## config.mk

```make
export PLATFORM = sky130hd
export DESIGN_NAME = int_alu_gang
export DESIGN_NICKNAME = d
export VERILOG_FILES = /design/src/rtl/alu_gang_pkg.sv /design/src/rtl/alu_gang_adder.sv /design/src/rtl/alu_gang_cond.sv /design/src/rtl/alu_gang_decode.sv /design/src/rtl/int_alu_gang.sv
export SDC_FILE = /design/constraint.sdc
export NUM_CORES = 1
export LEC_CHECK = 0
export ABC_CLOCK_PERIOD_IN_PS = 3600
export CAP_MARGIN = 20
export CORE_ASPECT_RATIO = 1.25
export CORE_MARGIN = 5
export CORE_UTILIZATION = 40
export CTS_BUF_LIST = sky130_fd_sc_hd__clkbuf_8
export DETAILED_ROUTE_END_ITERATION = 16
export DONT_BUFFER_PORTS = 1
export HOLD_SLACK_MARGIN = 0.02
export SLEW_MARGIN = 20
export SYNTH_ARGS = -nofsm -noshare
export SYNTH_HDL_FRONTEND = slang
export SYNTH_SLANG_ARGS = --single-unit
```

## constraint.sdc

```tcl
create_clock -name clk -period 3.6 [get_ports clk]
set_input_delay 0.36 -clock clk [delete_from_list [all_inputs] [get_ports clk]]
set_output_delay 0.36 -clock clk [all_outputs]
set_load 0.1 [all_outputs]
```

## src/rtl/alu_gang_pkg.sv

```systemverilog
package alu_gang_pkg;

  localparam int SEL_W = 3;

  typedef enum logic [SEL_W-1:0] {
    COND_LT    = 3'd0,
    COND_EQ    = 3'd1,
    COND_NE    = 3'd2,
    COND_GE    = 3'd3,
    COND_OVF   = 3'd4,
    COND_CARRY = 3'd5
  } cond_sel_e;

  localparam logic [SEL_W-1:0] COND_LAST = COND_CARRY;

  function automatic logic sel_is_legal(input logic [SEL_W-1:0] sel);
    return sel <= COND_LAST;
  endfunction

endpackage

```

## src/rtl/alu_gang_adder.sv

```systemverilog
module alu_gang_adder #(
  parameter int WIDTH = 32
) (
  input  logic [WIDTH-1:0] a,
  input  logic [WIDTH-1:0] b,
  input  logic             sub,
  output logic [WIDTH-1:0] sum,
  output logic             carry,
  output logic             ovf
);
  localparam int MSB = WIDTH - 1;

  logic [WIDTH-1:0] b_eff;
  logic [WIDTH:0]   full;

  always_comb begin
    b_eff = sub ? ~b : b;
    full  = {1'b0, a} + {1'b0, b_eff} + {{WIDTH{1'b0}}, sub};
    sum   = full[MSB:0];
    carry = full[WIDTH];
    ovf   = (a[MSB] == b_eff[MSB]) && (full[MSB] != a[MSB]);
  end
endmodule

```

## src/rtl/alu_gang_cond.sv

```systemverilog
module alu_gang_cond
  import alu_gang_pkg::*;
#(
  parameter int WIDTH = 32
) (
  input  logic [WIDTH-1:0] sum,
  input  logic             carry,
  input  logic             ovf,
  input  logic [SEL_W-1:0] sel,
  output logic             flag
);
  logic is_zero;
  logic is_neg;

  always_comb begin
    is_zero = (sum == '0);
    is_neg  = sum[WIDTH-1];
    unique case (sel)
      COND_LT:    flag = is_neg;
      COND_EQ:    flag = is_zero;
      COND_NE:    flag = !is_zero;
      COND_GE:    flag = !is_neg;
      COND_OVF:   flag = ovf;
      COND_CARRY: flag = carry;
      default:    flag = 1'b0;
    endcase
  end
endmodule

```

## src/rtl/alu_gang_decode.sv

```systemverilog
module alu_gang_decode
  import alu_gang_pkg::*;
(
  input  logic             valid,
  input  logic             arith_en,
  input  logic             pred_en,
  input  logic [SEL_W-1:0] sel,
  output logic             take_result,
  output logic             take_flag,
  output logic             fault
);
  logic orphan;
  logic bad_sel;

  always_comb begin
    orphan      = pred_en && !arith_en;
    bad_sel     = pred_en && !sel_is_legal(sel);
    fault       = valid && (orphan || bad_sel);
    take_result = valid && arith_en && !fault;
    take_flag   = take_result && pred_en;
  end
endmodule

```

## src/rtl/int_alu_gang.sv

```systemverilog
module int_alu_gang
  import alu_gang_pkg::*;
#(
  parameter int WIDTH = 32
) (
  input  logic             clk,
  input  logic             rst,
  input  logic             in_valid,
  input  logic             in_arith_en,
  input  logic             in_sub,
  input  logic [WIDTH-1:0] in_a,
  input  logic [WIDTH-1:0] in_b,
  input  logic             in_pred_en,
  input  logic [SEL_W-1:0] in_pred_sel,
  output logic             out_valid,
  output logic [WIDTH-1:0] out_result,
  output logic             out_flag_valid,
  output logic             out_flag,
  output logic             out_fault
);
  logic [WIDTH-1:0] sum;
  logic             carry;
  logic             ovf;
  logic             flag;
  logic             take_result;
  logic             take_flag;
  logic             fault;

  alu_gang_adder #(.WIDTH(WIDTH)) adder_i (
    .a     (in_a),
    .b     (in_b),
    .sub   (in_sub),
    .sum   (sum),
    .carry (carry),
    .ovf   (ovf)
  );

  alu_gang_cond #(.WIDTH(WIDTH)) cond_i (
    .sum   (sum),
    .carry (carry),
    .ovf   (ovf),
    .sel   (in_pred_sel),
    .flag  (flag)
  );

  alu_gang_decode decode_i (
    .valid       (in_valid),
    .arith_en    (in_arith_en),
    .pred_en     (in_pred_en),
    .sel         (in_pred_sel),
    .take_result (take_result),
    .take_flag   (take_flag),
    .fault       (fault)
  );

  always_ff @(posedge clk) begin
    if (rst) begin
      out_valid      <= 1'b0;
      out_flag_valid <= 1'b0;
      out_flag       <= 1'b0;
      out_fault      <= 1'b0;
      out_result     <= '0;
    end else begin
      out_valid      <= take_result;
      out_flag_valid <= take_flag;
      out_flag       <= take_flag & flag;
      out_fault      <= fault;
      if (take_result) out_result <= sum;
    end
  end

  AST_FLAG_WITH_RESULT: assert property (@(posedge clk) disable iff (rst)
    out_flag_valid |-> out_valid);
  AST_FLAG_QUIET: assert property (@(posedge clk) disable iff (rst)
    !out_flag_valid |-> !out_flag);
  AST_PLAIN_LATENCY: assert property (@(posedge clk) disable iff (rst)
    (in_valid && in_arith_en && !in_pred_en) |=> (out_valid && !out_flag_valid && !out_fault));
  AST_ORPHAN_FAULT: assert property (@(posedge clk) disable iff (rst)
    (in_valid && in_pred_en && !in_arith_en) |=> (out_fault && !out_valid));
  AST_BAD_SEL_FAULT: assert property (@(posedge clk) disable iff (rst)
    (in_valid && in_pred_en && (in_pred_sel > COND_LAST)) |=> (out_fault && !out_flag_valid));
  AST_IDLE_HOLD: assert property (@(posedge clk) disable iff (rst)
    !in_valid |=> ($stable(out_result) && !out_valid && !out_fault));
  AST_FAULT_EXCLUSIVE: assert property (@(posedge clk) disable iff (rst)
    out_fault |-> (!out_valid && !out_flag_valid));
endmodule

```

=== Word-level counts from Yosys, hierarchy flattened ===
Index checks and enable logic that the tools add are counted.

* Muxes and demuxes: 2
* Bitwise logic cells: 2
* Magnitude comparators: 1
* Reductions and logical operators: 15
* Add/subtract/negate cells: 2
* Equal/unequal tests: 7

{| class="wikitable"
|+ Operators by type and width
! cell !! number
|-
| $add 32x32->33 || 1
|-
| $add 33x1->33 || 1
|-
| $logic_not 32->1 || 1
|-
| $mux 32 || 1
|-
| $not 32->32 || 1
|-
| $logic_and 1x1->1 || 7
|-
| $eq 3x2->1 const B || 2
|-
| $eq 3x3->1 const B || 2
|-
| $pmux 1 s6 || 1
|-
| $logic_not 1->1 || 5
|-
| $eq 3x1->1 const B || 1
|-
| $le 3x3->1 const B || 1
|-
| $logic_not 3->1 || 1
|-
| $and 1x1->1 || 1
|-
| $eq 1x1->1 || 1
|-
| $logic_or 1x1->1 || 1
|-
| $ne 1x1->1 || 1
|}

* Output and inout port bits: 36
* Register bits: 36
* Logic and storage cells: 34
* Input port bits: 73

=== Logic depth before layout (Yosys ltp) ===
* Depth after elaboration: 9
* Mapped depth: 15
* Gate-level depth less buffers: 13

=== Hierarchy ===
From an unflattened synthesis, not the netlist that was laid out.

* Cells, all modules: 409
* Area total of the unflattened synthesis: 3509.6 µm²

{| class="wikitable"
|+ By module, submodules not included
! module !! area an instance (µm²) !! times used !! sequential area each (µm²) !! cells each
|-
| alu_gang_adder || 2068.2 || 1 || 0.0 || 272
|-
| int_alu_gang || 1277.5 || 1 || 720.7 || 112
|-
| alu_gang_cond || 132.6 || 1 || 0.0 || 19
|-
| alu_gang_decode || 31.3 || 1 || 0.0 || 6
|}

=== Worst setup path after synthesis ===
No wires, ideal clock.

* Kind: input port to flip-flop
* From: in in_sub
* To: reg out_flag
* Library setup time: 119 ps
* Setup slack: -328 ps
* Required time: 3481 ps
* Arrival time: 3809 ps
* Buffers on the path: 2
* Cell stages on the path: 14
* Path through: buf_2 > buf_1 > xor2_1 > ha_1 > nor2b_4 > o311ai_4 > a21bo_4 > o21bai_2 > xor2_1 > or4_1 > or4_4 > nor4_2 > mux2i_1 > nand2_1

* Longest elaborated chain between the ends: 7
* Elaborated cells on any way between the ends: 11
* Classes of those cells: add/sub: 2; eq/ne: 2; mux: 2; bitwise: 1; reduce/logical: 4

{| class="wikitable"
|+ RTL lines
! item !! RTL line !! RTL
|-
| start: declaration || int_alu_gang.sv:10 || <nowiki>input logic in_sub,</nowiki>
|-
| $mux 32 || alu_gang_adder.sv:17 || <nowiki>b_eff = sub ? ~b : b;</nowiki>
|-
| $add 32x32->33 || alu_gang_adder.sv:18 || <nowiki>full = {1'b0, a} + {1'b0, b_eff} + {{WIDTH{1'b0}}, sub};</nowiki>
|-
| $add 33x1->33 || alu_gang_adder.sv:18 ||
|-
| $logic_not 32->1 or $ne 1x1->1 (tied branches) || alu_gang_cond.sv:16, alu_gang_adder.sv:21 ||
|-
| $logic_not 1->1 or $logic_and 1x1->1 (tied branches) || alu_gang_cond.sv:21, alu_gang_adder.sv:21 ||
|-
| $pmux 1 s6 * || alu_gang_cond.sv:18 || <nowiki>unique case (sel)</nowiki>
|-
| $and 1x1->1 * || int_alu_gang.sv:66 || <nowiki>out_flag <= take_flag & flag;</nowiki>
|-
| end signal: assignment || int_alu_gang.sv:66 ||
|-
| end: declaration || int_alu_gang.sv:18 || <nowiki>output logic out_flag,</nowiki>
|}

Every way passes the cells marked *; elsewhere a longest branch is shown, timed or not.
A chain may end at the register's enable or synchronous reset.

=== Worst setup path after layout ===
Ends and elaborated chain as after synthesis.

==> impl_metrics.py <==
metrics = {
    "timing": {
        "setup_viol": 0,
        "slew_violations": 0,
        "min_period_over_period_pct": 91.00,
        "finalSetupTns_ns": 0,
        "worst_slew_pin_slew_ns": 1.032,
        "slew_headroom_pct": 31.12,
        "hold_viol": 0,
        "fin_ws_ns": 0.3240,
        "max_freq_ghz": 0.3052,
        "finalClockSkew_ns": 0,
        "rsz0062_at_grt": "no",
        "finalCriticalPeriod_ns": 3.276,
    },
    "die": {
        "start_util_pct": 40.22,
        "top_level_ports": 109,
        "dieWidth_um": 97.47,
        "fp.coreArea_mm2": 0.009509,
        "row_count": 40,
        "die_h_um": 119.3,
        "die_area_mm2": 0.01163,
    },
    "final_layout": {
        "synthToLayoutAreaGrowth_pct": 8.472,
        "finalNetCount": 620,
        "num_antenna_cells": 0,
        "drive_above_1_share_pct": 9.552,
    },
    "pwr": {
        "seqPwrFrac_pct": 37.3,
        "leakagePower_nw": 1.656,
        "p_comb_share_pct": 43.5,
        "p_sw_mw": 0.8864,
        "p_per_area_mw_per_mm2": 445.6,
        "swShare_pct": 47.94,
        "cellInternalPower_mw": 0.9626,
        "irDropWorstVdd_mv": 0.1808,
        "clockPowerShare_pct": 19.2,
    },
    "clock_tree": {
        "path_clk_slew_ns": 0.08,
        "clk_latency_ns": 0.28,
        "clockRootBuffer": "clkbuf_8",
        "cts.sinks": 36,
        "cts_inserted_buffers": 5,
        "clockBufferDepth": 2,
        "ctsHoldBuffers": 0,
        "cts_resized": 0,
        "postCtsSetupRepairBufs": 0,
        "cts_max_level": 2,
        "cts_tree": "yes",
    },
    "yosys": {
        "yosysTopAreaCell": "dfxtp_1",
        "synth_edf_count": 0,
        "ys.warnings.count": 0,
        "ys_seq_area_share_pct": 18.84,
        "synth_nets": 619,
        "synth_top_area_share_pct": 18.84,
        "synth_cell_types": 69,
        "synth.area.top_cells": "dfxtp_1 (19%), ha_1 (11%), xor2_1 (8.9%)",
        "synth_top_flop_cell": "dfxtp_1",
        "syn_area_per_cell_um2": 7.485,
        "synth_area_mm2": 0.003825,
        "syn_inst": 511,
        "ys_ff_latch": 36,
        "async_reset_ff_share_pct": 0,
    },
    "worst_setup_path": {
        "cp-start-kind": "primary input",
        "arrival_ns": 3.45,
        "cp_max_fo": 32,
        "crit_slowest_cell": "or4_1",
        "path_cells": "xor2_1 -> inv_1 -> fa_1 -> nor2b_4 -> o311ai_4 -> a21bo_4 -> o21bai_2 -> xor2_1 -> or4_1 -> or4_4 -> nor4_4 -> mux2i_1 -> nand2_1",
        "cp.required_ns": 3.78,
        "path_class": "in -> reg",
        "endpoint_kind": "flip-flop",
        "cpMostUsedCell": "xor2_1",
        "worst_path_largest_cell_delay_ns": 0.54,
    },
    "flow_run": {
        "maxCapViolations": 0,
    },
    "placement": {
        "dp_slack_ns": 0.004926,
        "place.gp.congestion": 0.8842,
        "dp_hpwl_um": 9391,
        "io_buffer_count": 0,
    },
    "global_routing": {
        "antenna_found_initial": 0,
        "grt_first_pass_wirelength_um": 18300,
        "grt_usage_pct": 18.94,
        "grt_max_degree": 35,
        "grt_pass1_vias": 3751,
        "gr-total-overflow": 0,
    },
    "routing": {
        "remaining_drc_errors": 0,
        "drt_first_pass_iters": 4,
        "via_per_inst": 5.770,
        "via_count": 3687,
        "wl_per_cell_um": 17.48,
        "drt_iter0_markers": 163,
        "ant_nets": 0,
        "routed_wl_um": 11170,
    },
    "outcome": {
        "status": "complete, no violations",
    },
    "worst_hold_path": {
        "min_path_type": "in -> reg",
    },
}
power groups by stage:
stage | clock network (mW) | registers (mW) | logic [mW]
after floorplan | 0 | 0.689 | 0.606
after global placement | 0 | 0.700 | 0.796
after detailed placement | 0 | 0.700 | 0.802
after CTS | 0.362 | 0.692 | 0.807
after global routing | 0.380 | 0.693 | 0.897
final | 0.355 | 0.690 | 0.804
worst max-delay path, delay by kind of cell:
family | cells | cell delay [ns]
multiplexers | 1 | 0.20
XOR/XNOR | 2 | 0.29
AND/OR/NAND/NOR | 5 | 1.44
buffers and inverters | 1 | 0.09
adder cells (fa/ha/maj) | 1 | 0.47
AO/OA/AOI/OAI | 3 | 0.58
cells in the mapped netlist (4+ instances only):
cell type	number
a211oi_1	8
a21oi_1	51
nand2_1	69
nand3_1	17
and2_1	4
o21ai_0	25
ha_1	34
inv_1	12
o211ai_1	5
o21a_1	8
or3_1	8
a21oi_2	4
xnor2_1	12
nand4_1	12
a21o_1	10
xor2_1	39
buf_2	8
dfxtp_1	36
nor2_1	38
and3_1	5
a31oi_1	6
nor3_1	15
buf_1	5
clkbuf_1	14
sequential cells by signal, summed over array words and instances, names as in the netlist:
| signal | count |
|---|---|
| out_flag_valid | 1 |
| out_flag | 1 |
| out_fault | 1 |
| out_result | 32 |
| out_valid | 1 |
kinds of logic (layout without fill, tap and decap cells):
| logic type | after synthesis | after routing | synth area share [%] |
|---|---|---|---|
| AO/OA/AOI/OAI | 150 | 150 | 26.99 |
| XOR/XNOR | 51 | 51 | 11.68 |
| buffers and inverters | 39 | 41 | 4.089 |
| adder cells (fa/ha/maj) | 35 | 35 | 11.65 |
| multiplexers | 5 | 5 | 1.668 |
| flip-flops | 36 | 36 | 18.84 |
| AND/OR/NAND/NOR | 195 | 195 | 25.09 |
stage by stage:
stage | total power, mW | util (%) | instance area, µm² | instances | hold slack [ns]
detailed placement | 1.502 | 42.46 | 4038 | 631 | 0.4372
global placement | 1.496 | 42.46 | 4038 | 631 | 0.4330
CTS | 1.860 | 43.63 | 4149 | 639 | 0.1219
floorplan | 1.296 | - | 3844 | 511 | 0.4470
finish | 1.849 | 43.63 | 4149 | 639 | 0.1305
global route | 1.971 | 43.63 | 4149 | 639 | 0.1164
path summary, 6_finish.rpt:
path            startpoint        endpoint  slack (ns)  cells after the start
max                 in_sub        out_flag        0.32                     13
min reg2reg  out_result[5]   out_result[5]        0.91                      2
max reg2reg  out_result[7]   out_result[7]        2.16                      2
min                    rst  out_result[13]        0.13                      1
routing by layer:
metal	wire length (µm)	vias to the layer above	track usage, %
met1	4303	1712	20.03
met3	638	15	4.628
met5	0	-	0
li1	-	1859	-
met4	209	0	4.848
met2	6016	101	36.88
final cells by class:
| class | instances | area [µm²] |
|---|---|---|
| Clock inverter | 3 | 42.54 |
| Multi-Input combinational cell | 436 | 2957 |
| Inverter | 12 | 45.04 |
| Timing Repair Buffer | 21 | 157.7 |
| Clock buffer | 5 | 68.82 |
| Fill cell | 1017 | 5360 |
| Sequential cell | 36 | 720.7 |
| Tap cell | 126 | 157.7 |
layout by cell type, fill, tap and decap left out, types with 6 or more instances in the layout:
| cell type | n |
|---|---|
| nand2_1 | 69 |
| o21a_1 | 8 |
| nand3_1 | 17 |
| ha_1 | 34 |
| buf_4 | 21 |
| a211oi_1 | 8 |
| nor3_1 | 15 |
| dfxtp_1 | 36 |
| a31oi_1 | 6 |
| inv_1 | 12 |
| a21o_1 | 10 |
| a21oi_1 | 51 |
| xnor2_1 | 12 |
| or3_1 | 8 |
| xor2_1 | 39 |
| nand4_1 | 12 |
| nor2_1 | 38 |
| o21ai_0 | 25 |
Power figures use the tool's default switching activity.
